## config.mk

```make
export PLATFORM = sky130hd
export DESIGN_NAME = gci_port
export DESIGN_NICKNAME = d
export VERILOG_FILES = /design/src/rtl/gci_pkg.sv /design/src/rtl/gci_frame_timer.sv /design/src/rtl/gci_rx_deframer.sv /design/src/rtl/gci_tx_framer.sv /design/src/rtl/gci_port.sv
export SDC_FILE = /design/constraint.sdc
export NUM_CORES = 1
export LEC_CHECK = 0
export BUFFER_PORTS_ARGS = -buffer_cell sky130_fd_sc_hd__buf_2
export CORE_MARGIN = 5
export CORE_UTILIZATION = 57
export DETAILED_ROUTE_END_ITERATION = 8
export GPL_ROUTABILITY_DRIVEN = 0
export PLACE_DENSITY = 0.85
export SLEW_MARGIN = 5
export SYNTH_ARGS = -nofsm -noshare
export SYNTH_HDL_FRONTEND = slang
export SYNTH_HIERARCHICAL = 1
export SYNTH_SLANG_ARGS = --single-unit
export TNS_END_PERCENT = 30
```

## constraint.sdc

```tcl
create_clock -name clk -period 3.1 [get_ports clk]
set_clock_uncertainty 0.2 [all_clocks]
set_input_delay 0.155 -clock clk [delete_from_list [all_inputs] [get_ports clk]]
set_output_delay 0.155 -clock clk [all_outputs]
set_load 0.005 [all_outputs]
```

## src/rtl/gci_pkg.sv

```systemverilog
package gci_pkg;

    localparam int SUB_BITS  = 32;                          // bits per device subframe
    localparam int N_DEV     = 8;                           // devices in multiplexed frame
    localparam int BYTE_W    = 8;
    localparam int N_SLOT    = SUB_BITS / BYTE_W;           // byte slots per subframe
    localparam int SUB_W     = $clog2(SUB_BITS);
    localparam int DEV_W     = $clog2(N_DEV);
    localparam int CNT_W     = $clog2(2 * SUB_BITS * N_DEV); // half-bit counter
    localparam int BIT_W     = CNT_W - 1;
    localparam int SLOT_W    = $clog2(N_SLOT);

    // Channel bytes of one subframe, first-sent byte in the upper bits
    typedef struct packed {
        logic [BYTE_W-1:0] b1;
        logic [BYTE_W-1:0] b2;
        logic [BYTE_W-1:0] mon;
        logic [BYTE_W-1:0] ctl;
    } chan_word_t;

    // Where a section currently stands inside its frame
    typedef struct packed {
        logic             active;  // a sync has been seen
        logic             half;    // 0 first half of bit, 1 second half
        logic             sel;     // current bit belongs to this port
        logic [SUB_W-1:0] pos;     // bit position inside the subframe
    } slot_pos_t;

    function automatic logic [CNT_W-1:0] frame_last(input logic mux);
        return mux ? CNT_W'(2 * SUB_BITS * N_DEV - 1) : CNT_W'(2 * SUB_BITS - 1);
    endfunction

endpackage

```

## src/rtl/gci_frame_timer.sv

```systemverilog
module gci_frame_timer
    import gci_pkg::*;
(
    input  logic             clk,
    input  logic             rst,
    input  logic             sync_i,
    input  logic             mux_i,
    input  logic [DEV_W-1:0] sel_i,
    output slot_pos_t        pos_o,
    output logic             start_o,
    output logic             end_o
);

    logic             act_q;
    logic             mode_q;
    logic [DEV_W-1:0] sel_q;
    logic [CNT_W-1:0] cnt_q;
    logic [CNT_W-1:0] last;
    logic [BIT_W-1:0] bitno;

    always_comb begin
        last         = frame_last(mode_q);
        end_o        = act_q && (cnt_q == last);
        start_o      = sync_i || end_o;
        bitno        = cnt_q[CNT_W-1:1];
        pos_o.active = act_q;
        pos_o.half   = cnt_q[0];
        pos_o.pos    = bitno[SUB_W-1:0];
        pos_o.sel    = !mode_q || (bitno[BIT_W-1:SUB_W] == sel_q);
    end

    always_ff @(posedge clk) begin
        if (rst) begin
            act_q  <= 1'b0;
            mode_q <= 1'b0;
            sel_q  <= '0;
            cnt_q  <= '0;
        end else begin
            if (sync_i)
                act_q <= 1'b1;
            if (start_o) begin
                cnt_q  <= '0;
                mode_q <= mux_i;
                sel_q  <= sel_i;
            end else if (act_q) begin
                cnt_q <= cnt_q + 1'b1;
            end
        end
    end

    // a sync restarts the frame at bit 0, first half
    a_r3_sync_restart: assert property (@(posedge clk) disable iff (rst)
        sync_i |=> (act_q && cnt_q == '0));

    // a normal-mode frame never runs past 64 half-bits
    a_r2_normal_bound: assert property (@(posedge clk) disable iff (rst)
        (act_q && !mode_q) |-> (cnt_q < CNT_W'(2 * SUB_BITS)));

    // inside a frame the half-bit count advances by one per clock
    a_r2_advance: assert property (@(posedge clk) disable iff (rst)
        (act_q && !start_o) |=> (cnt_q == $past(cnt_q) + 1'b1));

endmodule

```

## src/rtl/gci_rx_deframer.sv

```systemverilog
module gci_rx_deframer
    import gci_pkg::*;
(
    input  logic       clk,
    input  logic       rst,
    input  slot_pos_t  pos_i,
    input  logic       end_i,
    input  logic       rx_data_i,
    output chan_word_t word_o,
    output logic       done_o
);

    logic [SUB_BITS-1:0] asm_q;
    logic [SUB_W-1:0]    idx;

    assign idx = SUB_W'(SUB_BITS - 1) - pos_i.pos;

    always_ff @(posedge clk) begin
        if (rst) begin
            asm_q  <= '0;
            word_o <= '0;
            done_o <= 1'b0;
        end else begin
            done_o <= end_i;
            if (end_i)
                word_o <= chan_word_t'(asm_q);
            if (pos_i.active && !pos_i.half && pos_i.sel)
                asm_q[idx] <= rx_data_i;
        end
    end

    // the frame-done strobe lasts one cycle
    a_r5_done_single: assert property (@(posedge clk) disable iff (rst)
        done_o |=> !done_o);

    // received bytes only move together with the strobe
    a_r5_word_hold: assert property (@(posedge clk) disable iff (rst)
        !end_i |=> $stable(word_o));

    // no strobe before the receive section has seen a sync
    a_r1_no_early_done: assert property (@(posedge clk) disable iff (rst)
        !pos_i.active |=> !done_o);

endmodule

```

## src/rtl/gci_tx_framer.sv

```systemverilog
module gci_tx_framer
    import gci_pkg::*;
(
    input  logic              clk,
    input  logic              rst,
    input  slot_pos_t         pos_i,
    input  logic              start_i,
    input  chan_word_t        word_i,
    input  logic [N_SLOT-1:0] en_i,
    output logic              tx_data_o,
    output logic              tx_oe_o
);

    logic [SUB_BITS-1:0] word_q;
    logic [N_SLOT-1:0]   en_q;
    logic [SUB_W-1:0]    idx;
    logic [SLOT_W-1:0]   slot;
    logic                unused_half;

    assign unused_half = pos_i.half;

    always_ff @(posedge clk) begin
        if (rst) begin
            word_q <= '0;
            en_q   <= '0;
        end else if (start_i) begin
            word_q <= word_i;
            en_q   <= en_i;
        end
    end

    always_comb begin
        idx       = SUB_W'(SUB_BITS - 1) - pos_i.pos;
        slot      = pos_i.pos[SUB_W-1 -: SLOT_W];
        tx_oe_o   = pos_i.active && pos_i.sel && en_q[slot];
        tx_data_o = tx_oe_o ? word_q[idx] : 1'b1;
    end

    // line released until the transmit section has seen a sync
    a_r1_idle_release: assert property (@(posedge clk) disable iff (rst)
        !pos_i.active |-> (!tx_oe_o && tx_data_o));

    // a released line always reads high
    a_r6_release_high: assert property (@(posedge clk) disable iff (rst)
        !tx_oe_o |-> tx_data_o);

    // each bit is held through both halves of its period
    a_r3_bit_held: assert property (@(posedge clk) disable iff (rst)
        pos_i.half |-> ($stable(tx_data_o) && $stable(tx_oe_o)));

    // outgoing bytes and enables only change at a frame start
    a_r7_latched: assert property (@(posedge clk) disable iff (rst)
        !start_i |=> ($stable(word_q) && $stable(en_q)));

endmodule

```

## src/rtl/gci_port.sv

```systemverilog
module gci_port
    import gci_pkg::*;
(
    input  logic              clk,
    input  logic              rst,
    input  logic              mux_mode_i,
    input  logic [DEV_W-1:0]  dev_sel_i,
    input  logic              rx_sync_i,
    input  logic              rx_data_i,
    input  logic              tx_sync_i,
    input  logic [BYTE_W-1:0] tx_b1_i,
    input  logic [BYTE_W-1:0] tx_b2_i,
    input  logic [BYTE_W-1:0] tx_mon_i,
    input  logic [BYTE_W-1:0] tx_ctl_i,
    input  logic [N_SLOT-1:0] tx_slot_en_i,
    output logic [BYTE_W-1:0] rx_b1_o,
    output logic [BYTE_W-1:0] rx_b2_o,
    output logic [BYTE_W-1:0] rx_mon_o,
    output logic [BYTE_W-1:0] rx_ctl_o,
    output logic              rx_done_o,
    output logic              tx_data_o,
    output logic              tx_oe_o,
    output logic              bit_clk_o
);

    slot_pos_t  rx_pos, tx_pos;
    logic       rx_start, rx_end, tx_start, tx_end;
    chan_word_t rx_word, tx_word;

    gci_frame_timer u_rx_timer (
        .clk     (clk),
        .rst     (rst),
        .sync_i  (rx_sync_i),
        .mux_i   (mux_mode_i),
        .sel_i   (dev_sel_i),
        .pos_o   (rx_pos),
        .start_o (rx_start),
        .end_o   (rx_end)
    );

    gci_frame_timer u_tx_timer (
        .clk     (clk),
        .rst     (rst),
        .sync_i  (tx_sync_i),
        .mux_i   (mux_mode_i),
        .sel_i   (dev_sel_i),
        .pos_o   (tx_pos),
        .start_o (tx_start),
        .end_o   (tx_end)
    );

    gci_rx_deframer u_rx (
        .clk       (clk),
        .rst       (rst),
        .pos_i     (rx_pos),
        .end_i     (rx_end),
        .rx_data_i (rx_data_i),
        .word_o    (rx_word),
        .done_o    (rx_done_o)
    );

    assign tx_word = '{b1: tx_b1_i, b2: tx_b2_i, mon: tx_mon_i, ctl: tx_ctl_i};

    gci_tx_framer u_tx (
        .clk       (clk),
        .rst       (rst),
        .pos_i     (tx_pos),
        .start_i   (tx_start),
        .word_i    (tx_word),
        .en_i      (tx_slot_en_i),
        .tx_data_o (tx_data_o),
        .tx_oe_o   (tx_oe_o)
    );

    assign rx_b1_o   = rx_word.b1;
    assign rx_b2_o   = rx_word.b2;
    assign rx_mon_o  = rx_word.mon;
    assign rx_ctl_o  = rx_word.ctl;
    assign bit_clk_o = rx_pos.active && !rx_pos.half;

    // the receive start never comes from the transmit sync alone
    a_r10_rx_own_sync: assert property (@(posedge clk) disable iff (rst)
        (rx_start && !rx_end) |-> rx_sync_i);

    // the transmit start never comes from the receive sync alone
    a_r10_tx_own_sync: assert property (@(posedge clk) disable iff (rst)
        (tx_start && !tx_end) |-> tx_sync_i);

endmodule

```

**Yosys cells after proc, flatten, opt, wreduce, memory -nomap -nowiden**

Index checks and enable logic that the tools add are counted.

- Reductions and logical operators: 16
- Eq/ne operators: 4
- $lt $le $gt $ge: 4
- Add/subtract/negate cells: 4
- Mux-type cells: 10

Operator list:

| cell | number |
|---|---|
| $bwmux 32 | 1 |
| $add 9x1->9 const B | 2 |
| $eq 9x9->1 | 2 |
| $mux 9 | 2 |
| $lt 5x6->1 const B | 2 |
| $sub 5x5->5 const A | 2 |
| $logic_and 1x1->1 | 7 |
| $eq 3x3->1 | 2 |
| $bmux 1 s5 | 1 |
| $demux 1 s5 | 1 |
| $ge 5x1->1 const B | 1 |
| $logic_or 1x1->1 | 4 |
| $mux 1 | 4 |
| $reduce_or 2->1 | 2 |
| $logic_not 1->1 | 3 |
| $lt 2x3->1 const B | 1 |
| $bmux 1 s2 | 1 |

- Bits of input ports: 45
- Register bits after elaboration: 129

**Depth between registers and ports, before layout**

- Depth in word-level cells: 6
- Mapped depth: 10
- Depth with buffers taken out: 8

**Modules after synthesis**

Netlist, hierarchy kept.

By module, submodules not included:

| module | times used | seq. area each (um^2) | cells an instance | area an instance (um^2) |
|---|---|---|---|---|
| gci_rx_deframer | 1 | 1301.2 | 260 | 2693.8 |
| gci_tx_framer | 1 | 720.7 | 160 | 1637.8 |
| gci_frame_timer | 2 | 280.3 | 80 | 706.9 |
| gci_port | 1 | 0.0 | 1 | 13.8 |

**Worst setup path after synthesis**

OpenSTA, ideal clock, no wires.

- Kind: flip-flop to flip-flop
- From: register u_tx_timer.cnt_q[6]
- To: register u_tx.en_q[0]
- Data arrival time: 2.082 ns
- Required time: 2.772 ns
- Setup time: 0.128 ns
- Stages on the path, launching flop included: 10
- Period minus slack after synthesis: 2.410 ns
- Slack: 0.690 ns
- Cells stage by stage: dfxtp_1 > or4_1 > a211o_1 > clkinv_2 > nor2_1 > inv_1 > buf_2 > buf_2 > mux2i_1 > nor2_1

- Cells in the longest elaborated chain, start to end: 3

RTL lines:

| what | RTL line | text |
|---|---|---|
| from (decl) | gci_frame_timer.sv:17 | `logic [CNT_W-1:0] cnt_q;` |
| from (signal assigned) | gci_frame_timer.sv:46 | `cnt_q <= cnt_q + 1'b1;` |
| $eq 9x9->1 | gci_frame_timer.sv:23 | `end_o = act_q && (cnt_q == last);` |
| $logic_and 1x1->1 | gci_frame_timer.sv:23 |  |
| via tx_end | gci_port.sv:27 | `logic rx_start, rx_end, tx_start, tx_end;` |
| $logic_or 1x1->1 | gci_frame_timer.sv:24 | `start_o = sync_i \|\| end_o;` |
| via tx_start | gci_port.sv:27 |  |
| to (signal assigned) | gci_tx_framer.sv:28 | `en_q <= en_i;` |
| to (decl) | gci_tx_framer.sv:15 | `logic [N_SLOT-1:0] en_q;` |

The timed path passes the listed nets, and every way through them passes these cells.
A chain may end at the register's enable or synchronous reset.

**Worst setup path after layout**

- From: register u_rx_timer.cnt_q[0]
- To: register u_rx_timer.mode_q

- Cells in the longest elaborated chain, start to end: 3

RTL lines:

| what | RTL line | text |
|---|---|---|
| from (decl) | gci_frame_timer.sv:17 |  |
| from (signal assigned) | gci_frame_timer.sv:46 |  |
| $eq 9x9->1 | gci_frame_timer.sv:23 |  |
| $logic_and 1x1->1 | gci_frame_timer.sv:23 |  |
| via rx_end | gci_port.sv:27 |  |
| $logic_or 1x1->1 | gci_frame_timer.sv:24 |  |
| to (signal assigned) | gci_frame_timer.sv:43 | `mode_q <= mux_i;` |
| to (decl) | gci_frame_timer.sv:15 | `logic mode_q;` |

The timed path passes the listed nets, and every way through them passes these cells.

==> run summary <==
The flow ran to the end, and the final reports show no timing, DRC or antenna violations. In the final routed layout, each cell accounts on average for 17.24 um. The final wirelength is 14360 um. Counting every net in the synthesized netlist gives 625. The wire length of the first global-routing pass is 22510 um. The class of the tightest hold or removal check is in2reg. At the pin with the least slew margin, the transition time is 0.5226 ns. Summing all non-filler instances in the final layout gives an area of between 7000 and 8000 um2. The ratio of final minimum period to clock period is 0.9402. The I/O pin total came out at 81. The number of antenna violations at the first check in global routing came out at 0. For the worst-skew pair, the clock arrives at the later sink with an insertion delay of 0.52 ns. Of all nets on the critical path, the largest fanout is 20. The number of instances in the synthesized netlist came out at 578. The endpoint identified for the worst register-to-register timing path is u_rx_timer/mode_q. After detailed placement, the total cell area comes to 6086 um2. The maximum buffer depth of the clock tree is 2. The clock transition at the registers of the reported paths is 0.06 ns. The path with the worst hold slack has its endpoint at u_tx/word_q[2]. Walking the worst path, the cells encountered are ha_1 > nand3_1 > a211o_1 > clkinv_2 > buf_4 > o21ai_0 > a21oi_1 > dlygate4sd3_1. The power density relative to cell area came out at 553.8 nW/um2.

The number of DRC markers after the initial detailed-route iteration is 375. The number of iterations in the first detailed-routing pass is 5. Among all stages on the critical path, the largest delay is contributed by sky130_fd_sc_hd__dfxtp_1. Entering global routing, the biggest net connects 53 pins. The number of clock sinks came out at between 100 and 150. The aggregate global-route resource usage is 0.2418. Setup repair after global routing left no endpoint under its margin. Clock tree synthesis inserted a total of 17 buffers.

The die area is 12180 um2. In this run the static leakage power is between 3 and 4 nW. The smallest hold slack is 0.2156 ns. Detailed routing inserted a total of ~4600 vias. From synthesis to final layout, the design area changed by 24.64%.

The post-CTS repair timing setup buffer count came out at 0. The worst hold path begins at tx_ctl_i[2]. The combined buffer and inverter count along the critical path came out at 3.

The register-to-register setup slack came out at 0.19 ns. The final routed DRC violation total is 0. Data arrives at the worst endpoint at 3.18 ns. The H-tree depth reported by CTS is 4. The largest stage delay on the critical path came out at 0.61 ns. The highest clock frequency the design can meet is 343.1 MHz.

Dividing the synthesized area by the synthesized cell count gives 9.938 um2. The number of pins with negative max-slew slack in the final report is 0. The number of vias per cell after detailed routing is around 5.5. The final net count is 737. The critical path required time came out at 3.36 ns. For this run the aggregate overflow at the end of global routing stands at 0.

The reported max-cap violation count came out at 0. The fraction of layout cells with a size suffix above 1 came out at 0.2129. The height of the chip is 110.4 um. Measured against its own limit, the worst slew margin works out to 0.6516. STA classifies the critical path startpoint as a register. The count of cells along the worst hold path came out at 4. The floorplan step set the die width to about 110 um. TritonCTS built the clock tree. The time the worst path needs with I/O delays and setup came out at 2.915 ns. During synthesis, Yosys emitted a total of 6 warnings. Clock tree synthesis selected as its root buffer the cell sky130_fd_sc_hd__clkbuf_8. The area of the core came out at 9819 um2. 0 antenna diodes ended up in the layout. The number of global-route vias before repair came out at 4669. The final number of setup-violating endpoints is 0. The total negative slack for setup checks is 0 ns. The final-report hold violation count is 0. The post-cts repair resize count is 0. The depth of the worst register-to-register path came out at 8. The critical path is of the reg2reg type. The worst-case vdd ir drop came out at 0.0003100 V. The number of routed nets with antenna violations is 0. STA classifies the critical path endpoint as a register.

The critical path's top delay family is buffers and inverters. The synthesized area came out at 5744 um2. The initial core utilization is 0.5850. The number of port buffers came out at 80.

The initialized floorplan defines 36 standard-cell rows. After legalization and detailed placement, the total HPWL measured 8181 um. The startpoint of the most critical register-to-register path is u_rx_timer/cnt_q[0].
## registers in the layout (all words and copies together), names as in the netlist, 3 cells and up
register and count:
u_rx/asm_q 32, u_rx/word_o 32, u_rx_timer/cnt_q 9, u_rx_timer/sel_q 3, u_tx/en_q 4, u_tx/word_q 32, u_tx_timer/cnt_q 9, u_tx_timer/sel_q 3
## worst reg2reg max path, stage by stage (launching register included)
cell and delay (ns):
sky130_fd_sc_hd__dfxtp_1 0.61, sky130_fd_sc_hd__ha_1 0.29, sky130_fd_sc_hd__nand3_1 0.13, sky130_fd_sc_hd__a211o_1 0.41, sky130_fd_sc_hd__clkinv_2 0.08, sky130_fd_sc_hd__buf_4 0.30, sky130_fd_sc_hd__o21ai_0 0.14, sky130_fd_sc_hd__a21oi_1 0.14
sky130_fd_sc_hd__dlygate4sd3_1 0.56
## power breakdown
group          switching (W)  internal (W)
clock network       0.000691       0.00130
registers          0.0000326       0.00170
logic               0.000115      0.000133
## what timing repair did
action / 4_1_cts / 5_1_grt
hold endpoints to repair: 97 / 0
hold buffers: 49 / 0
endpoints found under the setup margin: 0 / 0
## worst max path at each step
stage | startpoint | to | slack [ns] | cells past startpoint
after floorplan | u_tx_timer/cnt_q[6] | u_tx/en_q[0] | 0.69 | 9
final | u_rx_timer/cnt_q[0] | u_rx_timer/mode_q | 0.19 | 8
after global placement | u_rx_timer/cnt_q[0] | u_rx_timer/cnt_q[1] | 0.78 | 7
after detailed placement | u_tx_timer/cnt_q[6] | u_tx/word_q[12] | 0.70 | 8
after CTS | u_rx_timer/cnt_q[0] | u_rx_timer/sel_q[1] | 0.23 | 8
after global routing | u_rx_timer/cnt_q[0] | u_rx_timer/sel_q[1] | 0.03 | 8
## metal layers
metal | share of wire | GRT usage
met1 | 0.41 | 0.2752
met2 | 0.50 | 0.4177
met3 | 0.056 | 0.05358
met4 | 0.036 | 0.1363
met5 | 0 | 0
## stage by stage
step / cells / utilization / worst slack [ns] / power, W
global placement: 755 / 0.6198 / 0.7751 / 0.001940
detailed placement: 755 / 0.6198 / 0.7031 / 0.001951
global route: 833 / 0.7291 / 0.03109 / 0.004090
finish: 833 / 0.7291 / 0.1852 / 0.003965
CTS: 833 / 0.7291 / 0.2322 / 0.003952
floorplan: 578 / - / 0.6902 / 0.001892
## area by class of cell
type                            instances  area, um2
Multi-Input combinational cell        400       2843
Fill cell                             649       2660
Sequential cell                       129       2582
Timing Repair Buffer                  137      963.4
Clock buffer                           24      480.5
Tap cell                              133      166.4
Clock inverter                          5      102.6
Inverter                                5      21.27
## cells in the final DEF, fill, tap and decap left out, drive strengths merged, types with 12 or more instances in the layout
cell	n
dfxtp	129
mux2i	112
nor2	97
buf	88
dlygate4sd3	49
nand2	40
nand2b	34
clkbuf	24
nand3	14
xor2	12
No activity file was read; power rests on OpenSTA's default activity.
